## src/rtl/sertx_pkg.sv

```systemverilog
package sertx_pkg;
  // oversampling ticks per serial bit
  localparam int SER_OSR = 16;

  // per-frame options latched when a byte leaves the queue
  typedef struct packed {
    logic par_en;
    logic two_stop;
  } frame_cfg_t;
endpackage

```

## src/rtl/sertx_fifo.sv

```systemverilog
module sertx_fifo #(
  parameter int DEPTH = 32,
  parameter int W     = 8
) (
  input  logic         clk,
  input  logic         rst_n,
  input  logic         flush,
  input  logic         push,
  input  logic [W-1:0] din,
  input  logic         pop,
  output logic [W-1:0] dout,
  output logic         empty,
  output logic         full,
  output logic         half
);
  localparam int AW = $clog2(DEPTH);
  localparam logic [AW:0] FULL_LVL = (AW+1)'(DEPTH);
  localparam logic [AW:0] HALF_LVL = (AW+1)'(DEPTH / 2);

  logic [W-1:0]  mem [DEPTH];
  logic [AW-1:0] wp, rp;
  logic [AW:0]   cnt;

  wire do_push = push && !full && !flush;
  wire do_pop  = pop && !empty && !flush;

  assign empty = (cnt == '0);
  assign full  = (cnt == FULL_LVL);
  assign half  = (cnt >= HALF_LVL);
  assign dout  = mem[rp];

  always_ff @(posedge clk or negedge rst_n) begin
    if (!rst_n) begin
      wp  <= '0;
      rp  <= '0;
      cnt <= '0;
    end else if (flush) begin
      wp  <= '0;
      rp  <= '0;
      cnt <= '0;
    end else begin
      if (do_push) wp <= wp + 1'b1;
      if (do_pop)  rp <= rp + 1'b1;
      case ({do_push, do_pop})
        2'b10:   cnt <= cnt + 1'b1;
        2'b01:   cnt <= cnt - 1'b1;
        default: cnt <= cnt;
      endcase
    end
  end

  always_ff @(posedge clk) begin
    if (do_push) mem[wp] <= din;
  end


  fifo_bound_chk: assert property (@(posedge clk) disable iff (!rst_n)
    cnt <= FULL_LVL);

  full_drop_chk: assert property (@(posedge clk) disable iff (!rst_n)
    (full && push && !pop && !flush) |=> $stable(cnt));

  flush_clear_chk: assert property (@(posedge clk) disable iff (!rst_n)
    flush |=> empty);

  half_order_chk: assert property (@(posedge clk) disable iff (!rst_n)
    full |-> half);
endmodule

```

## src/rtl/sertx_baud.sv

```systemverilog
module sertx_baud #(
  parameter int DIV_W = 10,
  parameter int OSR   = 16
) (
  input  logic             clk,
  input  logic             rst_n,
  input  logic             restart,
  input  logic [DIV_W-1:0] div,
  output logic             bit_done
);
  localparam int SW = $clog2(OSR);
  localparam logic [SW-1:0] SUB_LAST = SW'(OSR - 1);

  logic [DIV_W-1:0] os_cnt;
  logic [SW-1:0]    sub;

  // >= keeps a shrinking divisor from stretching one tick to a full wrap
  wire os_tick = (os_cnt >= div - DIV_W'(1));
  assign bit_done = os_tick && (sub == SUB_LAST);

  always_ff @(posedge clk or negedge rst_n) begin
    if (!rst_n) begin
      os_cnt <= '0;
      sub    <= '0;
    end else if (restart) begin
      os_cnt <= '0;
      sub    <= '0;
    end else if (os_tick) begin
      os_cnt <= '0;
      sub    <= (sub == SUB_LAST) ? '0 : sub + 1'b1;
    end else begin
      os_cnt <= os_cnt + 1'b1;
    end
  end
endmodule

```

## src/rtl/sertx_shifter.sv

```systemverilog
module sertx_shifter
  import sertx_pkg::*;
#(
  parameter int DATA_W = 8
) (
  input  logic              clk,
  input  logic              rst_n,
  input  logic              bit_done,
  input  logic              have_data,
  input  logic [DATA_W-1:0] din,
  input  frame_cfg_t        cfg,
  input  logic              brk,
  output logic              pop,
  output logic              busy,
  output logic              tx_q
);
  localparam int FW = DATA_W + 4;
  localparam int IW = $clog2(FW);

  logic [FW-1:0] frame;
  logic [IW-1:0] idx, last;

  wire start_ok = have_data && !brk;
  wire at_end   = busy && bit_done && (idx == last);
  // a new frame may begin on the very edge the previous one ends
  assign pop = start_ok && (!busy || at_end);

  // slot after the data carries parity, or a stop bit when parity is off
  wire par_bit = cfg.par_en ? ^din : 1'b1;

  always_ff @(posedge clk or negedge rst_n) begin
    if (!rst_n) begin
      frame <= '1;
      idx   <= '0;
      last  <= '0;
      busy  <= 1'b0;
      tx_q  <= 1'b1;
    end else if (pop) begin
      frame <= {2'b11, par_bit, din, 1'b0};
      last  <= IW'(DATA_W + 1) + IW'(cfg.par_en) + IW'(cfg.two_stop);
      idx   <= '0;
      busy  <= 1'b1;
      tx_q  <= 1'b0;
    end else if (at_end) begin
      busy  <= 1'b0;
      tx_q  <= 1'b1;
    end else if (busy && bit_done) begin
      idx   <= idx + 1'b1;
      tx_q  <= frame[idx + 1'b1];
    end
  end


  idle_high_chk: assert property (@(posedge clk) disable iff (!rst_n)
    !busy |-> tx_q);

  start_low_chk: assert property (@(posedge clk) disable iff (!rst_n)
    $rose(busy) |-> !tx_q);
endmodule

```

## src/rtl/serial_tx_unit.sv

```systemverilog
module serial_tx_unit
  import sertx_pkg::*;
#(
  parameter int DEPTH  = 32,
  parameter int DATA_W = 8,
  parameter int DIV_W  = 10
) (
  input  logic              clk,
  input  logic              rst_n,
  input  logic              wr_valid,
  input  logic [DATA_W-1:0] wr_data,
  output logic              wr_ready,
  input  logic [DIV_W-1:0]  baud_div,
  input  logic              par_en,
  input  logic              two_stop,
  input  logic              brk_en,
  input  logic              flush,
  output logic              tx_line,
  output logic              st_fifo_empty,
  output logic              st_fifo_full,
  output logic              st_fifo_half,
  output logic              st_tx_empty,
  output logic              st_tx_ready
);
  logic [DATA_W-1:0] q_dout;
  logic q_empty, q_full, q_half;
  logic pop, busy, tx_q, bit_done;
  frame_cfg_t cfg;

  assign cfg.par_en   = par_en;
  assign cfg.two_stop = two_stop;

  sertx_fifo #(.DEPTH(DEPTH), .W(DATA_W)) u_fifo (
    .clk(clk), .rst_n(rst_n), .flush(flush),
    .push(wr_valid), .din(wr_data), .pop(pop),
    .dout(q_dout), .empty(q_empty), .full(q_full), .half(q_half)
  );

  sertx_baud #(.DIV_W(DIV_W), .OSR(SER_OSR)) u_baud (
    .clk(clk), .rst_n(rst_n), .restart(pop), .div(baud_div),
    .bit_done(bit_done)
  );

  sertx_shifter #(.DATA_W(DATA_W)) u_shift (
    .clk(clk), .rst_n(rst_n), .bit_done(bit_done),
    .have_data(!q_empty && !flush), .din(q_dout), .cfg(cfg),
    .brk(brk_en), .pop(pop), .busy(busy), .tx_q(tx_q)
  );

  assign wr_ready      = !q_full && !flush;
  assign tx_line       = brk_en ? 1'b0 : tx_q;
  assign st_fifo_empty = q_empty;
  assign st_fifo_full  = q_full;
  assign st_fifo_half  = q_half;
  assign st_tx_empty   = q_empty && !busy;
  assign st_tx_ready   = !q_full;


  brk_no_start_chk: assert property (@(posedge clk) disable iff (!rst_n)
    $rose(busy) |-> !$past(brk_en));

  start_has_data_chk: assert property (@(posedge clk) disable iff (!rst_n)
    $rose(busy) |-> !$past(q_empty));

  drained_line_chk: assert property (@(posedge clk) disable iff (!rst_n)
    (st_tx_empty && !brk_en) |-> tx_line);
endmodule

```

## config.mk

```make
export PLATFORM = sky130hd
export DESIGN_NAME = serial_tx_unit
export DESIGN_NICKNAME = d
export VERILOG_FILES = /design/src/rtl/sertx_pkg.sv /design/src/rtl/sertx_fifo.sv /design/src/rtl/sertx_baud.sv /design/src/rtl/sertx_shifter.sv /design/src/rtl/serial_tx_unit.sv
export SDC_FILE = /design/constraint.sdc
export NUM_CORES = 1
export LEC_CHECK = 0
export ABC_CLOCK_PERIOD_IN_PS = 4900
export BUFFER_PORTS_ARGS = -buffer_cell sky130_fd_sc_hd__buf_2
export CORE_MARGIN = 2
export CORE_UTILIZATION = 58
export CTS_BUF_LIST = sky130_fd_sc_hd__clkbuf_4
export CTS_CLUSTER_SIZE = 14
export DETAILED_ROUTE_END_ITERATION = 16
export GPL_TIMING_DRIVEN = 0
export PLACE_DENSITY_LB_ADDON = 0.3
export SKIP_CTS_REPAIR_TIMING = 1
export SLEW_MARGIN = 10
export SYNTH_ARGS = -nofsm -noshare
export SYNTH_HDL_FRONTEND = slang
export SYNTH_HIERARCHICAL = 1
export SYNTH_SLANG_ARGS = --single-unit
```

## constraint.sdc

```tcl
create_clock -name clk -period 4.9 [get_ports clk]
set_input_delay 1.47 -clock clk [delete_from_list [all_inputs] [get_ports clk]]
set_output_delay 1.47 -clock clk [all_outputs]
set_load 0.01 [all_outputs]
```

### After elaboration in Yosys (flattened, before gate mapping)

Memory sizes are Yosys's and may differ from the RTL's.
Index checks and enable logic that the tools add are counted.

| storage, ports and cells | value |
|---|---|
| memories | 1 |
| word-level logic and storage cells | 83 |
| output and inout port bits | 7 |
| input bits | 25 |
| memory bits (writable) | 256 |
| bits in registers | 50 |

| cells by class | value |
|---|---|
| reduce and logical (&&, ||, !) cells | 28 |
| muxes and demuxes | 25 |
| add/sub/neg operators | 10 |
| eq/ne operators | 6 |
| $lt $le $gt $ge | 3 |

Memories:

| memory | words | width | rd ports | clocked after Yosys merged registers in | write ports | RTL line | source |
|---|---|---|---|---|---|---|---|
| u_fifo.mem | 32 | 8 | 1 | 0 | 1 | sertx_fifo.sv:20 | `logic [W-1:0] mem [DEPTH];` |

Operators with widths:

| cell | count |
|---|---|
| 4-bit two-way mux | 6 |
| 10-bit two-way mux | 2 |
| 5-bit two-way mux | 4 |
| 1-bit logical AND | 12 |
| 6-bit one-hot mux with 2 select lines | 1 |
| 10-bit by 1-bit adder with 10-bit output, second input constant | 1 |
| 5-bit by 1-bit adder with 5-bit output, second input constant | 2 |
| 10-bit >= comparator | 1 |
| 1-bit two-way mux | 10 |
| 2-bit nonzero test | 5 |
| 10-bit by 1-bit subtractor with 10-bit output, second input constant | 1 |
| 4-bit by 1-bit adder with 4-bit output, second input constant | 2 |
| 8-bit parity | 1 |
| 6-bit by 1-bit adder with 6-bit output, second input constant | 1 |
| 6-bit == test, second input constant | 1 |
| 6-bit by 5-bit >= comparator with 1-bit output, second input constant | 1 |
| 6-bit logical NOT | 1 |
| 6-bit two-way mux | 1 |
| 3-bit nonzero test | 2 |
| 6-bit by 1-bit subtractor with 6-bit output, second input constant | 1 |
| 1-bit logical NOT | 5 |
| 4-bit by 5-bit < comparator with 1-bit output, second input constant | 1 |
| 4-bit by 1-bit adder with 4-bit output | 1 |
| 4-bit by 1-bit adder with 4-bit output, first input constant | 1 |
| other kinds (8) | 8 |

### Depth between registers and ports, before layout

Gate-level depths: netlist of run 1.

| depth | value |
|---|---|
| word-level depth | 12 |
| mapped depth | 27 |

### Modules after synthesis

Netlist of run 1, hierarchy kept.

By module, submodules not included:

| module | instances | sequential area each (um^2) | cells an instance | area an instance (um^2) |
|---|---|---|---|---|
| sertx_fifo | 1 | 8,087.8 | 615 | 11,034.3 |
| sertx_shifter | 1 | 489.2 | 105 | 1,113.6 |
| sertx_baud | 1 | 350.3 | 114 | 1,104.8 |
| serial_tx_unit | 1 | 0.0 | 5 | 31.3 |

### Worst setup path before layout of run 1

No wires, ideal clock.

| path | value |
|---|---|
| path type | input to register |
| start point | input baud_div[8] |
| end point | register u_fifo.cnt[5] |
| required time | 4.772 ns |
| stages on the path | 24 |
| setup time | 0.128 ns |
| arrival time | 6.468 ns |
| slack | -1.696 ns |
| path buffers | 4 |
| path through | or4_1 > nor2_1 > xnor2_1 > ha_1 > nand4_2 > o311ai_4 > nor2_1 > nor3b_1 > buf_2 > or4b_1 > o32a_1 > buf_6 > buf_6 > inv_1 > o21a_1 > buf_6 > nand2_1 > nor2_1 > ha_1 > a211oi_1 > o21bai_1 > a21oi_1 > mux2i_1 > mux2_1 |

| on the way | value |
|---|---|
| longest elaborated chain between the ends | 12 |

Ends and longest elaborated chain:

| what | RTL line | source |
|---|---|---|
| from (decl) | serial_tx_unit.sv:13 | `input logic [DIV_W-1:0] baud_div,` |
| 10-bit by 1-bit subtractor with 10-bit output * | sertx_baud.sv:18 | `wire os_tick = (os_cnt >= div - DIV_W'(1));` |
| 10-bit >= comparator * | sertx_baud.sv:18 |  |
| 1-bit logical AND * | sertx_baud.sv:19 | `assign bit_done = os_tick && (sub == SUB_LAST);` |
| via bit_done | serial_tx_unit.sv:27 | `logic pop, busy, tx_q, bit_done;` |
| 1-bit logical AND * (2 in a row) | sertx_shifter.sv:24 | `wire at_end = busy && bit_done && (idx == last);` |
| 1-bit logical OR * | sertx_shifter.sv:26 | `assign pop = start_ok && (!busy \|\| at_end);` |
| 1-bit logical AND * | sertx_shifter.sv:26 |  |
| via pop | serial_tx_unit.sv:27 |  |
| 1-bit logical AND * (2 in a row) | sertx_fifo.sv:25 | `wire do_pop = pop && !empty && !flush;` |
| 2-bit by 1-bit == test with 1-bit output or 2-bit == test (tied branches) | sertx_fifo.sv:44 | `case ({do_push, do_pop})` |
| 6-bit one-hot mux with 2 select lines | sertx_fifo.sv:44 |  |
| 6-bit two-way mux | sertx_fifo.sv:37 | `end else if (flush) begin` |
| to (signal assigned) | sertx_fifo.sv:45 | `2'b10: cnt <= cnt + 1'b1;` |
| to (signal assigned) | sertx_fifo.sv:46 | `2'b01: cnt <= cnt - 1'b1;` |
| to (signal assigned) | sertx_fifo.sv:47 | `default: cnt <= cnt;` |
| to (decl) | sertx_fifo.sv:22 | `logic [AW:0] cnt;` |

Mark *: on every way through the listed nets, which the timed path passes. The rest lies on a longest branch.
A chain may end at the register's enable or synchronous reset.

### Worst setup path in the final report of run 1

| path | value |
|---|---|
| start point | input baud_div[1] |
| end point | register u_fifo.cnt[5] |

Same word-level chain as after synthesis.

==> results of run 1 <==
==> cell usage in the layout (no fill, tap or decap), types with 4 or more instances in the layout <==
| master | instances |
|---|---|
| sky130_fd_sc_hd__buf_4 | 22 |
| sky130_fd_sc_hd__nand3_1 | 14 |
| sky130_fd_sc_hd__mux4_2 | 32 |
| sky130_fd_sc_hd__or2_2 | 4 |
| sky130_fd_sc_hd__ha_4 | 5 |
| sky130_fd_sc_hd__xor2_1 | 13 |
| sky130_fd_sc_hd__ha_1 | 19 |
| sky130_fd_sc_hd__and2_1 | 4 |
| sky130_fd_sc_hd__nor2_1 | 70 |
| sky130_fd_sc_hd__dfstp_2 | 11 |
| sky130_fd_sc_hd__edfxtp_1 | 256 |
| sky130_fd_sc_hd__clkbuf_4 | 111 |
| sky130_fd_sc_hd__a21oi_2 | 4 |
| sky130_fd_sc_hd__inv_1 | 11 |
| sky130_fd_sc_hd__nor2b_1 | 7 |
| sky130_fd_sc_hd__buf_2 | 42 |
| sky130_fd_sc_hd__a22oi_1 | 9 |
| sky130_fd_sc_hd__a22o_1 | 18 |
| sky130_fd_sc_hd__mux2i_1 | 90 |
| sky130_fd_sc_hd__o21ai_0 | 7 |
| sky130_fd_sc_hd__buf_6 | 4 |
| sky130_fd_sc_hd__nand2_1 | 35 |
| sky130_fd_sc_hd__clkinv_1 | 18 |
| sky130_fd_sc_hd__mux2_2 | 9 |
| sky130_fd_sc_hd__o21ai_1 | 4 |
| sky130_fd_sc_hd__dfrtp_1 | 38 |
| sky130_fd_sc_hd__nor3_1 | 10 |
| sky130_fd_sc_hd__a21oi_1 | 16 |
| sky130_fd_sc_hd__clkbuf_1 | 17 |
| sky130_fd_sc_hd__nand2b_1 | 5 |
| sky130_fd_sc_hd__o221ai_1 | 8 |
| sky130_fd_sc_hd__xnor2_1 | 24 |
| sky130_fd_sc_hd__a31oi_1 | 9 |
==> cells by family (layout without fill, tap and decap cells) <==
group / count (synthesis) / after routing / synth area share
multiplexers: 134 / 134 / 0.1328
buffers and inverters: 53 / 239 / 0.01837
AO/OA/AOI/OAI: 93 / 93 / 0.05331
flip-flops: 305 / 305 / 0.6720
adder cells (fa/ha/maj): 25 / 25 / 0.02411
XOR/XNOR: 39 / 39 / 0.02713
AND/OR/NAND/NOR: 190 / 190 / 0.07224
other: 0 / 1 / 0
==> report_power, final <==
part	leakage, nW	total (mW)	switching [mW]	internal, mW
clock network	0.587	2.09	0.948	1.15
registers	2.92	3.01	0.0816	2.93
logic	1.75	0.467	0.262	0.204
total	5.26	5.57	1.29	4.28
==> per-stage QoR <==
step | setup WS [ns] | instance area [um^2] | setup TNS [ns]
2_1_floorplan | -1.401 | 13350 | -6.780
3_3_place_gp | -2.187 | 13860 | -25.90
3_5_place_dp | -2.209 | 13860 | -26.89
4_1_cts | -1.509 | 14840 | -6.859
5_1_grt | -1.093 | 15130 | -3.137
6_report | -0.8741 | 15130 | -2.150
==> cell usage after synthesis, types with 2 or more instances <==
cell / count
sky130_fd_sc_hd__edfxtp_1: 256
sky130_fd_sc_hd__mux2i_1: 90
sky130_fd_sc_hd__nor2_1: 73
sky130_fd_sc_hd__dfrtp_1: 38
sky130_fd_sc_hd__nand2_1: 37
sky130_fd_sc_hd__mux4_2: 32
sky130_fd_sc_hd__xnor2_1: 25
sky130_fd_sc_hd__ha_1: 24
sky130_fd_sc_hd__a21oi_1: 18
sky130_fd_sc_hd__a22o_1: 18
sky130_fd_sc_hd__clkbuf_1: 17
sky130_fd_sc_hd__buf_2: 15
sky130_fd_sc_hd__nand3_1: 15
sky130_fd_sc_hd__inv_1: 14
sky130_fd_sc_hd__xor2_1: 13
sky130_fd_sc_hd__nor3_1: 12
sky130_fd_sc_hd__dfstp_2: 11
sky130_fd_sc_hd__a22oi_1: 9
sky130_fd_sc_hd__a31oi_1: 9
sky130_fd_sc_hd__mux2_2: 9
sky130_fd_sc_hd__o21ai_0: 8
sky130_fd_sc_hd__o221ai_1: 8
sky130_fd_sc_hd__nor2b_1: 7
sky130_fd_sc_hd__nand2b_1: 5
sky130_fd_sc_hd__and2_1: 4
sky130_fd_sc_hd__or2_2: 4
sky130_fd_sc_hd__and3_1: 3
sky130_fd_sc_hd__buf_1: 3
sky130_fd_sc_hd__buf_6: 3
sky130_fd_sc_hd__nand3b_1: 3
sky130_fd_sc_hd__nand4_1: 3
sky130_fd_sc_hd__nor4_1: 3
sky130_fd_sc_hd__o21ai_1: 3
sky130_fd_sc_hd__or3_1: 3
sky130_fd_sc_hd__a211oi_1: 2
sky130_fd_sc_hd__a21o_1: 2
sky130_fd_sc_hd__a21oi_2: 2
sky130_fd_sc_hd__mux2_4: 2
sky130_fd_sc_hd__nor3b_1: 2
sky130_fd_sc_hd__or4_1: 2
==> worst max path at each step <==
stage | from | end | depth (start not counted)
after floorplan | baud_div[8] | u_fifo/cnt[5] | 24
after global placement | baud_div[0] | u_fifo/cnt[5] | 27
after detailed placement | baud_div[0] | u_fifo/cnt[5] | 27
after CTS | baud_div[0] | u_fifo/cnt[5] | 27
after global routing | baud_div[2] | u_fifo/cnt[5] | 25
final | baud_div[1] | u_fifo/cnt[5] | 26
==> layout make-up <==
cell class | instances | area share
flip-flops and latches | 305 | 0.5902
clock inverters | 25 | 0.009926
multi-input cells | 481 | 0.2832
inverters | 14 | 0.004136
clock buffers | 111 | 0.05509
repair buffers | 51 | 0.02142
plain buffers | 38 | 0.01232
diodes | 1 | 0.0001654
well taps | 285 | 0.02357
==> state kept, by name, summed over array words and instances, names as in the netlist <==
register	flops
u_shift/last	3
u_baud/sub	4
u_fifo/rp	5
u_shift/busy	1
u_baud/os_cnt	10
u_shift/frame	10
u_fifo/wp	5
u_fifo/mem	256
u_shift/idx	4
u_fifo/cnt	6
u_shift/tx_q	1
==> metal layers <==
metal / vias to the layer above / global-route usage / wire, um
met1: 3814 / 0.3292 / 11390
met2: 356 / 0.3555 / 13020
met3: 50 / 0.05543 / 2312
li1: 3531 / - / -
met5: - / 0 / 0
met4: 0 / 0.09000 / 638
==> impl_results.md, run 1 <==
* Final Net Count at around 1000
* Delay contributed by the slowest stage of the critical path at about 0.46 ns
* Length of the first detailed-routing pass in iterations at 7
* Fraction of final layout cells with drive strength greater than 1 at 0.2829
* First-pass GRT wire length at 41870 um
* Skew-Pair Late Insertion Delay at 0.67 ns
* Post-Route Hold Slack at 0.4903 ns
* Number of cells in the design after placement at ~1200
* Startpoint of the worst register-to-register path: u_baud/os_cnt[5]
* Total power per unit cell area at 368.4 mW/mm^2
* Total global-route track usage at 0.2327
* Synthesis Warnings at 6
* Portion of the post-synthesis area used by sequential elements at 0.6720
* Average vias per placed instance at 5.912
* Endpoint required time on the critical path at 5.43 ns
* Min-delay src: u_baud/os_cnt[0]
* Reg2reg end: u_fifo/cnt[5]
* Multi-input gate area at between 0.004 and 0.005 mm^2
* CTS clk-pin slew, worst paths at 0.06 ns
* Largest delay share family, worst path: simple AND/OR/NAND/NOR gates
* Max stage delay cell, worst path: sky130_fd_sc_hd__or4b_4
* Post-synthesis area per instance at about 16 um^2
* CTS HTree Levels at 3
* Master cell of the clock root buffer: sky130_fd_sc_hd__clkbuf_4
* Total Routed Length at 27350 um
* CP Class: primary input to flop
* Internal reg-to-reg setup slack at 0.20 ns
* Hold Path Cell Cnt at 1
* Post-synthesis cell type with the largest combined area: sky130_fd_sc_hd__edfxtp_1
* Fin util at 0.6702
* Number of buffers created by CTS at 77
* Top cells by area in the synthesized netlist: sky130_fd_sc_hd__edfxtp_1 58%, sky130_fd_sc_hd__dfrtp_1 7.2%, sky130_fd_sc_hd__mux2i_1 6.8%, sky130_fd_sc_hd__mux4_2 5.4%, sky130_fd_sc_hd__ha_1 2.3%
* Reported leakage power at 5.261 nW
* HPWL after detailed placement at 17100 um
* Overall Power at approximately 5.6 mW
* Data arrival time of the worst path at 6.31 ns
* Violated checks: negative setup slack
* Average wire per standard cell at roughly 21 um
* Number of library cell types mapped by synthesis at 72
* Cell Rows at 55
* Relative slew slack at 0.4268
* Peak supply drop at 236.7 uV
* Largest net degree at the start of global routing at 50
* Via count at just under 8000
* Total buffers and inverters traversed by the critical path at 6
* Count of flip-flops with a built-in enable after synthesis at 256
* Clock net sink count at 305
* Area growth from synthesis to layout at 13.87%
* Count of input and output buffers at 31
* Die X at 155.3 um
* Area of the mapped netlist at about 0.013 mm^2
* Number of failing hold endpoints at the final stage at 0
* Maximum clock skew at final layout at 0.03215 ns
* Maximum count of clock buffers along a single path at 3
* Endpoint type of the worst setup path: flop
* Antenna violations before repair at 1
* Register area at 0.008927 mm^2
* Fmax achieved at around 170 MHz
* Unrepaired setup endpoints after global routing: yes
* Number of top-level design ports at 32
* Post-synth ARST share at 0.1607
* CORE AREA at between 0.02 and 0.025 mm^2
* Final setup fails at 5
* Height of the chip at 155.3 um
* Min-delay worst type: flop to flop
* Drt drc at 0
* Vias in the first global route at 7451
* Post-Syn Instances at between 800 and 900
* Path depth of the worst reg2reg path at 21
* Most used cell, CP: sky130_fd_sc_hd__buf_6
* Post-route fraction of the period consumed by the critical path at 1.178
* Endpoint with the worst hold slack: u_baud/os_cnt[0]
* Largest fanout of any net on the critical path at 6
* Critical path launch point type: primary input
* Actual transition at the worst max-transition pin at 0.8566 ns
* Syn nets at ~890
* Remaining number of nets flagged by the antenna check after routing at 0
* Number of flip-flops and latches in the synthesized netlist at 305
* Status: finished with violations
* Final critical delay including setup and external delays at 5.774 ns
* Number of fill cells in the layout at 1553
* Placer's final routability congestion estimate at 0.8684
* Dominant synthesized flop cell: sky130_fd_sc_hd__edfxtp_1
* Final setup margin at -0.8741 ns
* Clock tree from TritonCTS: built
* Iter 0 DRT Violations at 816
* Final standard cell count with taps included and fillers excluded at 1311
* Share of Yosys cell area claimed by the top area cell type at 0.5787
* Overflow left after global routing at 0
* Die area at 0.02413 mm^2
* Starting density of the core at 0.5885
* Number of violations of the max-capacitance limit at 0
* Slew Limit Fails at 0
No activity file was read; power rests on OpenSTA's default activity.
==> inputs of run 2 (changes only) <==
- ABC_CLOCK_PERIOD_IN_PS: 4900 -> 5000
- RECOVER_POWER: unset -> 50
- clock period: 4.9 -> 5 ns (I/O delays scaled with it)
==> impl_results.md, run 2 (synthesis results as in run 1) <==
* Post-Route Hold Slack at 0.4939 ns
* Area growth from synthesis to layout at 14.55%
* Path depth of the worst reg2reg path at 20
* Clock power share at 0.392
* Min-delay worst type: flop to flop
* Clock net sink count at 305
* HPWL after detailed placement at 17550 um
* Switch share at 0.2281
* Maximum clock skew at final layout at 0.03490 ns
* Die X at 155.3 um
* Cell breakdown of the critical path: buf_2 -> or4_4 -> nor2_2 -> xnor2_1 -> ha_1 -> nand4_4 -> o311ai_4 -> nor2_4 -> nor3b_4 -> buf_6 -> or4b_1 -> o32a_1 -> buf_12 -> clkinv_8 -> o21a_1 -> buf_6 -> nand2_4 -> nor2_4 -> ha_4 -> a211oi_2 -> o21bai_1 -> a21oi_1 -> mux2i_1 -> mux2_1
* Skew-Pair Late Insertion Delay at 0.67 ns
* Final critical delay including setup and external delays at 5.843 ns
* Setup TNS at -2.413 ns
* Endpoint with the worst hold slack: u_shift/frame[0]
* Average vias per placed instance at 5.901
* DP Worst Slack at -2.086 ns
* Switching power summed over all nets at approximately 1.3 mW
* Total global-route track usage at 0.2368
* Hold Path Cell Cnt at 1
* Number of top-level design ports at 32
* Cell area after placement at 0.01386 mm^2
* Via count at 7777
* Violated checks: max-capacitance violations, max-slew violations, negative setup slack
* Data arrival time of the worst path at 6.39 ns
* Critical path launch point type: primary input
* Length of the first detailed-routing pass in iterations at 7
* Height of the chip at 155.3 um
* Fmax achieved at 171.2 MHz
* Number of failing hold endpoints at the final stage at 0
* Remaining number of nets flagged by the antenna check after routing at 0
* Flop pwr share at 0.527
* CP Class: primary input to flop
* Endpoint type of the worst setup path: flop
* Actual transition at the worst max-transition pin at around 1.9 ns
* Endpoint required time on the critical path at 5.55 ns
* Overflow left after global routing at 0
* Reported leakage power at ~5.3 nW
* Drt drc at 0
* Starting density of the core at 0.5885
* Internal reg-to-reg setup slack at 0.29 ns
* Number of buffers created by CTS at 78
* Delay contributed by the slowest stage of the critical path at roughly 0.52 ns
* Reg2reg end: u_fifo/cnt[5]
* Unrepaired setup endpoints after global routing: yes
* Clock tree from TritonCTS: built
* CORE AREA at roughly 0.023 mm^2
* Fraction of final layout cells with drive strength greater than 1 at 0.2835
* CTS clk-pin slew, worst paths at 0.07 ns
* Startpoint of the worst register-to-register path: u_baud/os_cnt[5]
* Vias in the first global route at 7678
* Max FFs per register at around 260
* Largest register by flop count: u_fifo/mem
* Antenna violations before repair at 1
* First-pass GRT wire length at around 43000 um
* Count of input and output buffers at 31
* Die area at 0.02413 mm^2
* Peak supply drop at around 200 uV
* Cell Rows at 55
* Final setup fails at 5
* Internal power summed over all cells at 4.326 mW
* Final Net Count at 1023
* Largest fanout of any net on the critical path at 5
* Leading cell type in the layout, fill and taps excluded: sky130_fd_sc_hd__edfxtp_1
* CTS HTree Levels at 3
* Maximum count of clock buffers along a single path at 3
* Total power per unit cell area at 368.3 mW/mm^2
* Final setup margin at -0.8428 ns
* Master cell of the clock root buffer: sky130_fd_sc_hd__clkbuf_4
* Max stage delay cell, worst path: sky130_fd_sc_hd__or4_4
* Worst Setup SP: baud_div[7]
* Post-route fraction of the period consumed by the critical path at 1.169
* Iter 0 DRT Violations at 708
* Part of the power in combinational logic at 0.082
* Status: finished with violations
* Overall Power at 5.605 mW
* Relative slew slack at -0.2740
* Min-delay src: u_shift/frame[0]
* Total Routed Length at roughly 28000 um
* Commonest cells after routing, fill and taps aside: 256 x sky130_fd_sc_hd__edfxtp_1, 121 x sky130_fd_sc_hd__clkbuf_4, 90 x sky130_fd_sc_hd__mux2i_1
* Largest net degree at the start of global routing at 50
* Biggest registers after layout: u_fifo/mem x256, u_baud/os_cnt x10, u_shift/frame x10
* Average wire per standard cell at 21.28 um
* Fin area at roughly 0.015 mm^2
* Number of violations of the max-capacitance limit at 6
* Slew Limit Fails at approximately 170
* Placer's final routability congestion estimate at 0.8663
[run 2: cell types whose count changed in the layout (fill, tap and decap cells not counted), sizes merged]
cell / before / now
diode: 1 / 3
bufinv: 2 / 3
clkinv: 21 / 12
clkbuf: 128 / 148
inv: 16 / 15
buf: 72 / 66
[run 2: stage by stage]
| step | cells | util |
|---|---|---|
| after global routing | 1318 | 0.6742 |
| after global placement | 1155 | 0.6139 |
| after detailed placement | 1155 | 0.6139 |
| after floorplan | 839 | - |
| after CTS | 1292 | 0.6606 |
| final | 1318 | 0.6742 |
[run 2: worst max-delay path: cells and delay by family]
family	cells	cell delay, ns
AND/OR/NAND/NOR	8	1.81
buffers and inverters	5	0.58
XOR/XNOR	1	0.08
AO/OA/AOI/OAI	6	1.29
adder cells (fa/ha/maj)	2	0.57
multiplexers	2	0.56
[run 2: worst max path at each step]
| stage | slack (ns) | to | depth (start not counted) |
|---|---|---|---|
| 2_1_floorplan | -1.33 | u_fifo/cnt[5] | 24 |
| 3_3_place_gp | -2.08 | u_fifo/cnt[5] | 26 |
| 3_5_place_dp | -2.09 | u_fifo/cnt[5] | 27 |
| 4_1_cts | -1.39 | u_fifo/cnt[5] | 27 |
| 5_1_grt | -0.99 | u_fifo/cnt[5] | 25 |
| 6_report | -0.84 | u_fifo/cnt[5] | 24 |
[run 2: layout make-up]
class	count	area (um^2)
flip-flops and latches	305	8927
clock buffers	121	908.4
well taps	285	356.6
multi-input cells	481	4268
fillers	1597	7355
diodes	3	7.507
repair buffers	55	340.3
inverters	14	67.56
plain buffers	38	195.2
clock inverters	16	146.4
[run 2: power by group through the flow]
stage / Clock, mW / Sequential [mW] / Combinational, mW
2_1_floorplan: 0 / 2.98 / 0.312
3_3_place_gp: 0 / 3.00 / 0.415
3_5_place_dp: 0 / 3.00 / 0.430
4_1_cts: 2.26 / 2.95 / 0.432
5_1_grt: 2.41 / 2.96 / 0.513
6_report: 2.20 / 2.95 / 0.457
[run 2: layer usage]
metal | routed length [um] | part of all wire | GRT usage
met5 | 0 | 0 | 0
met4 | 519 | 0.019 | 0.08082
met3 | 2027 | 0.072 | 0.05209
met2 | 13430 | 0.48 | 0.3679
met1 | 12070 | 0.43 | 0.3368
